File: src/rtl/cef_pkg.sv
package cef_pkg;

  localparam int ADDR_W   = 8;
  localparam int FRAME_W  = 16;
  localparam int BYTE_W   = 8;
  localparam int RIDX_W   = 4;

  localparam logic [ADDR_W-1:0] CODE_WRITE = 8'hFA;
  localparam logic [ADDR_W-1:0] CODE_PKT   = 8'hFB;
  localparam logic [ADDR_W-1:0] CODE_BYTE  = 8'hFC;
  localparam logic [ADDR_W-1:0] CODE_REG   = 8'hFD;

  typedef enum logic [2:0] {
    MD_IDLE  = 3'd0,
    MD_WRITE = 3'd1,
    MD_PKT   = 3'd2,
    MD_BYTE  = 3'd3,
    MD_REG   = 3'd4
  } mode_e;

  function automatic mode_e decode_code(input logic [ADDR_W-1:0] code);
    case (code)
      CODE_WRITE: return MD_WRITE;
      CODE_PKT:   return MD_PKT;
      CODE_BYTE:  return MD_BYTE;
      CODE_REG:   return MD_REG;
      default:    return MD_IDLE;
    endcase
  endfunction

  function automatic logic [BYTE_W-1:0] word_data(input logic [FRAME_W-1:0] w);
    return w[BYTE_W-1:0];
  endfunction

  function automatic logic [RIDX_W-1:0] word_index(input logic [FRAME_W-1:0] w);
    return w[BYTE_W +: RIDX_W];
  endfunction

  function automatic logic is_read_mode(input mode_e m);
    return (m == MD_PKT) || (m == MD_REG);
  endfunction

endpackage

File: src/rtl/cef_edge_sync.sv
module cef_edge_sync #(
  parameter int STAGES = 2
) (
  input  logic clk,
  input  logic rst_n,
  input  logic pin_i,
  output logic lvl_o,
  output logic rise_o,
  output logic fall_o
);

  logic [STAGES-1:0] sync_q;
  logic              prev_q;

  always_ff @(posedge clk or negedge rst_n) begin
    if (!rst_n) begin
      sync_q <= '0;
      prev_q <= 1'b0;
    end else begin
      sync_q <= {sync_q[STAGES-2:0], pin_i};
      prev_q <= sync_q[STAGES-1];
    end
  end

  assign lvl_o  = sync_q[STAGES-1];
  assign rise_o = sync_q[STAGES-1] & ~prev_q;
  assign fall_o = ~sync_q[STAGES-1] & prev_q;

endmodule

File: src/rtl/cef_frame_ctrl.sv
module cef_frame_ctrl
  import cef_pkg::*;
(
  input  logic              clk,
  input  logic              rst_n,
  input  logic              ce_lvl,
  input  logic              ce_rise,
  input  logic              ce_fall,
  input  logic              cl_rise,
  input  logic              di,
  output mode_e             mode_o,
  output logic              addr_known_o,
  output logic              wr_commit_o,
  output logic [RIDX_W-1:0] wr_index_o,
  output logic [BYTE_W-1:0] wr_data_o,
  output logic              byte_valid_o,
  output logic [BYTE_W-1:0] byte_data_o
);

  localparam int ACW = $clog2(ADDR_W + 2);
  localparam int DCW = $clog2(FRAME_W + 2);
  localparam int BCW = $clog2(BYTE_W);
  localparam logic [ACW-1:0] ADDR_FULL = ACW'(ADDR_W);
  localparam logic [ACW-1:0] ADDR_SAT  = ACW'(ADDR_W + 1);
  localparam logic [DCW-1:0] DATA_FULL = DCW'(FRAME_W);
  localparam logic [DCW-1:0] DATA_SAT  = DCW'(FRAME_W + 1);
  localparam logic [BCW-1:0] BYTE_LAST = BCW'(BYTE_W - 1);

  mode_e               mode_q;
  logic [ADDR_W-1:0]   addr_q;
  logic [ACW-1:0]      addr_cnt_q;
  logic [FRAME_W-1:0]  word_q;
  logic [DCW-1:0]      data_cnt_q;
  logic [BYTE_W-1:0]   grp_q;
  logic [BCW-1:0]      grp_idx_q;
  logic                bv_q;
  logic [BYTE_W-1:0]   bd_q;

  always_ff @(posedge clk or negedge rst_n) begin
    if (!rst_n) begin
      mode_q     <= MD_IDLE;
      addr_q     <= '0;
      addr_cnt_q <= '0;
      word_q     <= '0;
      data_cnt_q <= '0;
      grp_q      <= '0;
      grp_idx_q  <= '0;
      bv_q       <= 1'b0;
      bd_q       <= '0;
    end else begin
      bv_q <= 1'b0;
      if (ce_rise) begin
        mode_q     <= (addr_cnt_q == ADDR_FULL) ? decode_code(addr_q) : MD_IDLE;
        data_cnt_q <= '0;
        grp_idx_q  <= '0;
      end else if (ce_fall) begin
        mode_q     <= MD_IDLE;
        addr_cnt_q <= '0;
      end else if (cl_rise) begin
        if (!ce_lvl) begin
          addr_q <= {di, addr_q[ADDR_W-1:1]};
          if (addr_cnt_q != ADDR_SAT) addr_cnt_q <= addr_cnt_q + 1'b1;
        end else if (mode_q == MD_WRITE) begin
          word_q <= {di, word_q[FRAME_W-1:1]};
          if (data_cnt_q != DATA_SAT) data_cnt_q <= data_cnt_q + 1'b1;
        end else if (mode_q == MD_BYTE) begin
          grp_q     <= {di, grp_q[BYTE_W-1:1]};
          grp_idx_q <= grp_idx_q + 1'b1;
          if (grp_idx_q == BYTE_LAST) begin
            bv_q <= 1'b1;
            bd_q <= {di, grp_q[BYTE_W-1:1]};
          end
        end
      end
    end
  end

  assign mode_o       = mode_q;
  assign addr_known_o = (addr_cnt_q == ADDR_FULL) && (decode_code(addr_q) != MD_IDLE);
  assign wr_commit_o  = ce_fall && (mode_q == MD_WRITE) && (data_cnt_q == DATA_FULL);
  assign wr_index_o   = word_index(word_q);
  assign wr_data_o    = word_data(word_q);
  assign byte_valid_o = bv_q;
  assign byte_data_o  = bd_q;

endmodule

File: src/rtl/cef_reg_file.sv
module cef_reg_file #(
  parameter int AW = 4,
  parameter int DW = 8
) (
  input  logic                 clk,
  input  logic                 rst_n,
  input  logic                 we_i,
  input  logic [AW-1:0]        widx_i,
  input  logic [DW-1:0]        wdata_i,
  output logic [DW-1:0]        rdata_o,
  output logic [(1<<AW)*DW-1:0] flat_o
);

  localparam int NREG = 1 << AW;

  logic [DW-1:0] regs_q [NREG];
  logic [AW-1:0] last_q;

  for (genvar r = 0; r < NREG; r++) begin : g_reg
    always_ff @(posedge clk or negedge rst_n) begin
      if (!rst_n)                                 regs_q[r] <= '0;
      else if (we_i && (widx_i == AW'(r)))        regs_q[r] <= wdata_i;
    end
    assign flat_o[r*DW +: DW] = regs_q[r];
  end

  always_ff @(posedge clk or negedge rst_n) begin
    if (!rst_n)    last_q <= '0;
    else if (we_i) last_q <= widx_i;
  end

  assign rdata_o = regs_q[last_q];

endmodule

File: src/rtl/cef_tx_shift.sv
module cef_tx_shift
  import cef_pkg::*;
#(
  parameter int PKT_BITS = 288,
  parameter int IW       = $clog2(PKT_BITS + 1)
) (
  input  logic                clk,
  input  logic                rst_n,
  input  mode_e               mode_i,
  input  logic                ce_rise,
  input  logic                cl_fall,
  input  logic                load_i,
  input  logic [PKT_BITS-1:0] pkt_i,
  input  logic [BYTE_W-1:0]   reg_byte_i,
  output logic [IW-1:0]       idx_o,
  output logic                pull_low_o
);

  localparam logic [IW-1:0] PKT_LIM = IW'(PKT_BITS);
  localparam logic [IW-1:0] REG_LIM = IW'(BYTE_W);

  logic [PKT_BITS-1:0] pkt_q;
  logic [IW-1:0]       idx_q;
  logic [IW-1:0]       lim;
  logic                active;
  logic                cur_bit;

  always_ff @(posedge clk or negedge rst_n) begin
    if (!rst_n)      pkt_q <= '0;
    else if (load_i) pkt_q <= pkt_i;
  end

  assign lim    = (mode_i == MD_PKT) ? PKT_LIM : REG_LIM;
  assign active = is_read_mode(mode_i) && (idx_q < lim);

  always_ff @(posedge clk or negedge rst_n) begin
    if (!rst_n)                 idx_q <= '0;
    else if (ce_rise)           idx_q <= '0;
    else if (cl_fall && active) idx_q <= idx_q + 1'b1;
  end

  always_comb begin
    cur_bit = 1'b1;
    if (mode_i == MD_PKT && active)      cur_bit = pkt_q[idx_q];
    else if (mode_i == MD_REG && active) cur_bit = reg_byte_i[idx_q[$clog2(BYTE_W)-1:0]];
  end

  assign idx_o      = idx_q;
  assign pull_low_o = active & ~cur_bit;

endmodule

File: src/rtl/cef_serial_port.sv
module cef_serial_port
  import cef_pkg::*;
#(
  parameter int PKT_BITS    = 288,
  parameter int SYNC_STAGES = 2
) (
  input  logic                clk,
  input  logic                rst_n,
  input  logic                ce_i,
  input  logic                cl_i,
  input  logic                di_i,
  input  logic                pkt_load_i,
  input  logic [PKT_BITS-1:0] pkt_data_i,
  output logic                do_pull_low_o,
  output logic                byte_valid_o,
  output logic [7:0]          byte_data_o
);

  localparam int NPIN = 3;
  localparam int IW   = $clog2(PKT_BITS + 1);
  localparam int NREG = 1 << RIDX_W;

  logic [NPIN-1:0] pin_w, lvl_w, rise_w, fall_w;
  assign pin_w = {di_i, cl_i, ce_i};

  for (genvar k = 0; k < NPIN; k++) begin : g_sync
    cef_edge_sync #(.STAGES(SYNC_STAGES)) sync_i (
      .clk(clk), .rst_n(rst_n), .pin_i(pin_w[k]),
      .lvl_o(lvl_w[k]), .rise_o(rise_w[k]), .fall_o(fall_w[k])
    );
  end

  logic ce_lvl_w, ce_rise_w, ce_fall_w, cl_rise_w, cl_fall_w, di_w;
  assign ce_lvl_w  = lvl_w[0];
  assign ce_rise_w = rise_w[0];
  assign ce_fall_w = fall_w[0];
  assign cl_rise_w = rise_w[1];
  assign cl_fall_w = fall_w[1];
  assign di_w      = lvl_w[2];

  mode_e                  mode_w;
  logic                   addr_known_w;
  logic                   wr_commit_w;
  logic [RIDX_W-1:0]      wr_index_w;
  logic [BYTE_W-1:0]      wr_data_w;
  logic [BYTE_W-1:0]      rd_byte_w;
  logic [NREG*BYTE_W-1:0] regs_flat_w;
  logic [IW-1:0]          tx_idx_w;

  cef_frame_ctrl ctrl_i (
    .clk(clk), .rst_n(rst_n), .ce_lvl(ce_lvl_w), .ce_rise(ce_rise_w),
    .ce_fall(ce_fall_w), .cl_rise(cl_rise_w), .di(di_w),
    .mode_o(mode_w), .addr_known_o(addr_known_w), .wr_commit_o(wr_commit_w),
    .wr_index_o(wr_index_w), .wr_data_o(wr_data_w),
    .byte_valid_o(byte_valid_o), .byte_data_o(byte_data_o)
  );

  cef_reg_file #(.AW(RIDX_W), .DW(BYTE_W)) regs_i (
    .clk(clk), .rst_n(rst_n), .we_i(wr_commit_w), .widx_i(wr_index_w),
    .wdata_i(wr_data_w), .rdata_o(rd_byte_w), .flat_o(regs_flat_w)
  );

  cef_tx_shift #(.PKT_BITS(PKT_BITS), .IW(IW)) tx_i (
    .clk(clk), .rst_n(rst_n), .mode_i(mode_w), .ce_rise(ce_rise_w),
    .cl_fall(cl_fall_w), .load_i(pkt_load_i), .pkt_i(pkt_data_i),
    .reg_byte_i(rd_byte_w), .idx_o(tx_idx_w), .pull_low_o(do_pull_low_o)
  );

endmodule

File: config.mk
export PLATFORM = sky130hd
export DESIGN_NAME = cef_serial_port
export DESIGN_NICKNAME = d
export VERILOG_FILES = /design/src/rtl/cef_pkg.sv /design/src/rtl/cef_edge_sync.sv /design/src/rtl/cef_frame_ctrl.sv /design/src/rtl/cef_reg_file.sv /design/src/rtl/cef_tx_shift.sv /design/src/rtl/cef_serial_port.sv
export SDC_FILE = /design/constraint.sdc
export NUM_CORES = 1
export LEC_CHECK = 0
export ABC_AREA = 1
export BUFFER_PORTS_ARGS = -buffer_cell sky130_fd_sc_hd__buf_4
export CAP_MARGIN = 20
export CORE_ASPECT_RATIO = 1.25
export CORE_MARGIN = 1
export CORE_UTILIZATION = 30
export CTS_BUF_LIST = sky130_fd_sc_hd__clkbuf_2
export DETAILED_ROUTE_END_ITERATION = 10
export GPL_TIMING_DRIVEN = 0
export SLEW_MARGIN = 20
export SYNTH_ARGS = -nofsm -noshare
export SYNTH_HDL_FRONTEND = slang
export SYNTH_SLANG_ARGS = --single-unit
File: constraint.sdc
create_clock -name clk -period 2.62 [get_ports clk]
set_clock_uncertainty 0.2 [all_clocks]
set_input_delay 0.393 -clock clk [delete_from_list [all_inputs] [get_ports clk]]
set_output_delay 0.393 -clock clk [all_outputs]
set_load 0.01 [all_outputs]
==> results.cfg <==
[synthesis]
post_synthesis_sequential_element_count = 492
synth_top_flop_cell = sky130_fd_sc_hd__dfrtp_1
yosysSeqAreaShare = 0.541
number_of_standard_cells_after_synthesis = 2720
synthesis.nets = 3027
avgSynthCellArea_sq_um = 8.37
yosys.cell_types.count = 34
async_reset_ff_frac = 1.00
syn-cell-area_sq_um = 22800
synthesis.yosys.warnings = 0
synth_edf_count = 0

[pwr]
cellPowerDensity_nw_per_um2 = 463
combPwrFrac = 0.169
clock_power_share = 0.327
seq_power_share = 0.504
post-layout-total-power_mw = 16.5
swShare = 0.294
total_switching_power_mw = 4.85
internal_power_mw = 11.7
power.leakage_nw = 16.8
max-vdd-ir-drop_mv = 0.299

[timing]
grt_setup_unrepaired = true
worst_slew_margin_rel = 0.284
final_max_slew_viol_count = 0
worst_hold_slack_ns = 0.159
report.final.hold_viol_count = 0
share_of_the_clock_period_used_by_the_worst_path = 1.66
clock.fmax_mhz = 230
fin_ws_ns = -1.72
worst_pin_slew_ns = 1.07
setup_violations_final = 1
finalWorstPathRequiredPeriod_ns = 4.34

[finish]
area_growth_syn_to_fin_pct = 56.5
post_route_cells_drive_above_1_share = 0.193
utilization = 0.476
finalInstanceArea_sq_um = 35600
nNetsFinal = 4179

[routing]
wl_per_cell_um = 22.1
detailedRoute.firstIterationViolations = 2651
routed-via-count = 25700
postRouteWirelength_um = 109000
vias_per_cell = 5.23
detail_route.drc_violations = 2
first_pass_iters = 10
final_antenna_net_count = 0

[floorplan]
core-area_sq_um = 74800
fp.dieW_um = 248
floorplan.die_area_sq_um = 77000
placementRows = 112
io_pins = 304
floorplan.initialDensity = 0.304
vertical_extent_of_the_die_um = 310

[critical_path]
worstPathMaxFanout = 10
critical_path.startpoint_type = register
worst_ep_arrival_time_ns = 3.75
worstPathRequired_ns = 2.03
worst_setup_path_end_kind = primary output
setup.worst_path.start = tx_i.idx_o[1]$_DFFE_PN0P_
setup.worst_path.end = do_pull_low_o
setup.reg_to_reg.worst_slack_ns = 0.10
reg2reg_from = ctrl_i.data_cnt_q[0]$_DFFE_PN0P_
worst_reg_to_reg_cells = 11
criticalPathCategory = register to primary output
timing.rr.end = regs_i.flat_o[62]$_DFFE_PN0P_

[cts]
clock_tree.root_cell = sky130_fd_sc_hd__clkbuf_2
worst_skew_pair.late_latency_ns = 1.25
tritoncts_clock_tree = yes
tritoncts_sink_count = 492
cts_made_buffers = 117
h-tree-depth = 3
cts.clk_slew.worst_paths_ns = 0.10
cts_buffer_depth = 3

[placed_design]
post-dp-hpwl_um = 63800
placedInstanceArea_sq_um = 26500
port_buffer_cells = 302
gp_routability_congestion = 0.928

[flow_run]
max_cap_violations = 0

[run_status]
failed_checks = DRC, setup timing
outcome = complete, but fails checks

[global_routing]
grt_pass1_wl_um = 157000
first_global_vias = 26300
maximum_number_of_pins_on_one_net_before_global_route_repair = 95
grt_util_all_layers = 0.270
antenna_found_initial = 15
grt_remaining_overflow = 0

[worst_hold_path]
origin_of_the_worst_min_delay_path = g_sync[1].sync_i.sync_q[0]$_DFF_PN0_
worstHoldPathType = register to register
-- final cells by class --
class	count	area, sq um
fillers	6547	39200
flip-flops and latches	492	12300
repair buffers	1039	9930
multi-input cells	1791	8970
well taps	969	1210
plain buffers	154	1080
inverters	276	1070
clock buffers	171	856
clock inverters	17	174
diodes	10	25.0
repair inverters	1	8.76
-- state kept, by name, summed over array words and instances (netlist names) --
name	count
regs_i.last_q	4
ctrl_i.addr_cnt_q	4
ctrl_i.byte_valid_o	1
ctrl_i.grp_idx_q	3
ctrl_i.word_q	16
ctrl_i.mode_o	3
g_sync.sync_i.prev_q	2
g_sync.sync_i.sync_q	6
ctrl_i.data_cnt_q	5
tx_i.idx_o	9
tx_i.pkt_q	288
ctrl_i.addr_q	8
regs_i.flat_o	128
ctrl_i.grp_q	7
ctrl_i.byte_data_o	8
-- timing repair --
action	in CTS	in global routing
cloned	0	9
gates resized for setup	155	84
buffers inserted	19	11
pin swaps	5	26
hold buffers	692	0
setup endpoints to repair	6	85
endpoints found under the hold margin	783	0
-- routing by layer --
| layer | GRT usage | vias to the layer above | wire length [um] |
|---|---|---|---|
| met5 | 0 | - | 55 |
| met4 | 0.231 | 10 | 10600 |
| met3 | 0.0636 | 651 | 10400 |
| met2 | 0.447 | 1680 | 49900 |
| met1 | 0.296 | 12200 | 37900 |
| li1 | - | 11200 | - |
-- per-stage QoR --
step,instances,TNS (ns),worst slack (ns)
6_report,4920,-1.72,-1.72
5_1_grt,4917,-2.05,-1.74
4_1_cts,4897,-1.61,-1.61
3_5_place_dp,3998,-56.41,-1.24
3_3_place_gp,3991,-2236.38,-4.51
2_1_floorplan,2720,0,0.286
-- cell families (layout without fill, tap and decap cells) --
family / Yosys count / count (layout) / share of synthesized area
multiplexers: 90 / 90 / 0.0445
buffers and inverters: 437 / 1658 / 0.0747
flip-flops: 492 / 492 / 0.541
other: 0 / 10 / 0
adder cells (fa/ha/maj): 13 / 13 / 0.00714
AND/OR/NAND/NOR: 1096 / 1096 / 0.194
AO/OA/AOI/OAI: 589 / 589 / 0.138
XOR/XNOR: 3 / 3 / 0.00115
-- synthesized netlist by cell type, types with 4 or more instances --
library cell,number,area share
sky130_fd_sc_hd__nand2_1,735,0.12
sky130_fd_sc_hd__dfrtp_1,492,0.54
sky130_fd_sc_hd__o21ai_0,469,0.10
sky130_fd_sc_hd__inv_1,270,0.045
sky130_fd_sc_hd__nand3_1,178,0.039
sky130_fd_sc_hd__nor2_1,150,0.025
sky130_fd_sc_hd__clkbuf_1,100,0.016
sky130_fd_sc_hd__mux2_2,90,0.045
sky130_fd_sc_hd__o211ai_1,53,0.017
sky130_fd_sc_hd__buf_2,45,0.0099
sky130_fd_sc_hd__a21oi_1,42,0.0092
sky130_fd_sc_hd__buf_1,15,0.0025
sky130_fd_sc_hd__ha_1,13,0.0071
sky130_fd_sc_hd__nand2_2,10,0.0027
sky130_fd_sc_hd__nor3_1,8,0.0018
sky130_fd_sc_hd__o221ai_1,7,0.0027
sky130_fd_sc_hd__nand4_1,6,0.0016
sky130_fd_sc_hd__o21ai_1,6,0.0013
sky130_fd_sc_hd__o22ai_1,5,0.0014
sky130_fd_sc_hd__inv_2,4,0.00066
-- layout by cell type, fill, tap and decap left out, types with 7 or more instances in the layout --
cell type	n
sky130_fd_sc_hd__a21oi_1	41
sky130_fd_sc_hd__buf_1	12
sky130_fd_sc_hd__buf_12	21
sky130_fd_sc_hd__buf_16	7
sky130_fd_sc_hd__buf_2	12
sky130_fd_sc_hd__buf_4	334
sky130_fd_sc_hd__buf_6	14
sky130_fd_sc_hd__clkbuf_1	68
sky130_fd_sc_hd__clkbuf_16	8
sky130_fd_sc_hd__clkbuf_2	179
sky130_fd_sc_hd__clkbuf_8	7
sky130_fd_sc_hd__clkinv_1	9
sky130_fd_sc_hd__dfrtp_1	490
sky130_fd_sc_hd__diode_2	10
sky130_fd_sc_hd__dlygate4sd3_1	691
sky130_fd_sc_hd__ha_1	13
sky130_fd_sc_hd__inv_1	266
sky130_fd_sc_hd__mux2_2	90
sky130_fd_sc_hd__nand2_1	723
sky130_fd_sc_hd__nand2_2	19
sky130_fd_sc_hd__nand3_1	164
sky130_fd_sc_hd__nand3_2	14
sky130_fd_sc_hd__nor2_1	141
sky130_fd_sc_hd__nor2_4	9
sky130_fd_sc_hd__nor3_1	8
sky130_fd_sc_hd__o211ai_1	53
sky130_fd_sc_hd__o21ai_0	460
sky130_fd_sc_hd__o21ai_1	12
sky130_fd_sc_hd__o221ai_1	7
-- power groups by stage --
stage	Sequential, mW	Clock (mW)	Combinational [mW]
floorplan	8.37	0	0.799
global placement	8.43	0	1.59
detailed placement	8.43	0	1.65
CTS	8.28	5.37	2.57
global route	8.36	5.79	2.98
finish	8.32	5.40	2.78
-- worst max-delay path: stages, from the launching register on --
cell and delay [ns]:
sky130_fd_sc_hd__dfrtp_1 0.48, sky130_fd_sc_hd__inv_4 0.16, sky130_fd_sc_hd__buf_2 0.40, sky130_fd_sc_hd__nand3_1 0.16, sky130_fd_sc_hd__nand2_1 0.10, sky130_fd_sc_hd__nand2_1 0.09
sky130_fd_sc_hd__nand2_1 0.12, sky130_fd_sc_hd__inv_1 0.08, sky130_fd_sc_hd__nand2_1 0.09, sky130_fd_sc_hd__nand2_1 0.09, sky130_fd_sc_hd__nand2_2 0.11, sky130_fd_sc_hd__nand2_1 0.05
sky130_fd_sc_hd__nand2_1 0.08, sky130_fd_sc_hd__nand3_2 0.06, sky130_fd_sc_hd__nand2_2 0.10, sky130_fd_sc_hd__nand2_2 0.06, sky130_fd_sc_hd__nand2_2 0.07, sky130_fd_sc_hd__a21oi_2 0.07
sky130_fd_sc_hd__buf_6 0.14
-- worst min path at each step --
stage	cells past startpoint	endpoint	slack, ns
floorplan	0	ctrl_i.addr_cnt_q[0]$_DFFE_PN0P_	-0.10
global placement	0	g_sync[2].sync_i.sync_q[1]$_DFF_PN0_	0.13
detailed placement	1	tx_i.pkt_q[60]$_DFFE_PN0P_	0.08
CTS	4	tx_i.pkt_q[78]$_DFFE_PN0P_	0.003
global route	4	tx_i.pkt_q[78]$_DFFE_PN0P_	0.17
finish	0	g_sync[1].sync_i.sync_q[1]$_DFF_PN0_	0.16
Note: power is estimated with default switching activity, not from simulation.
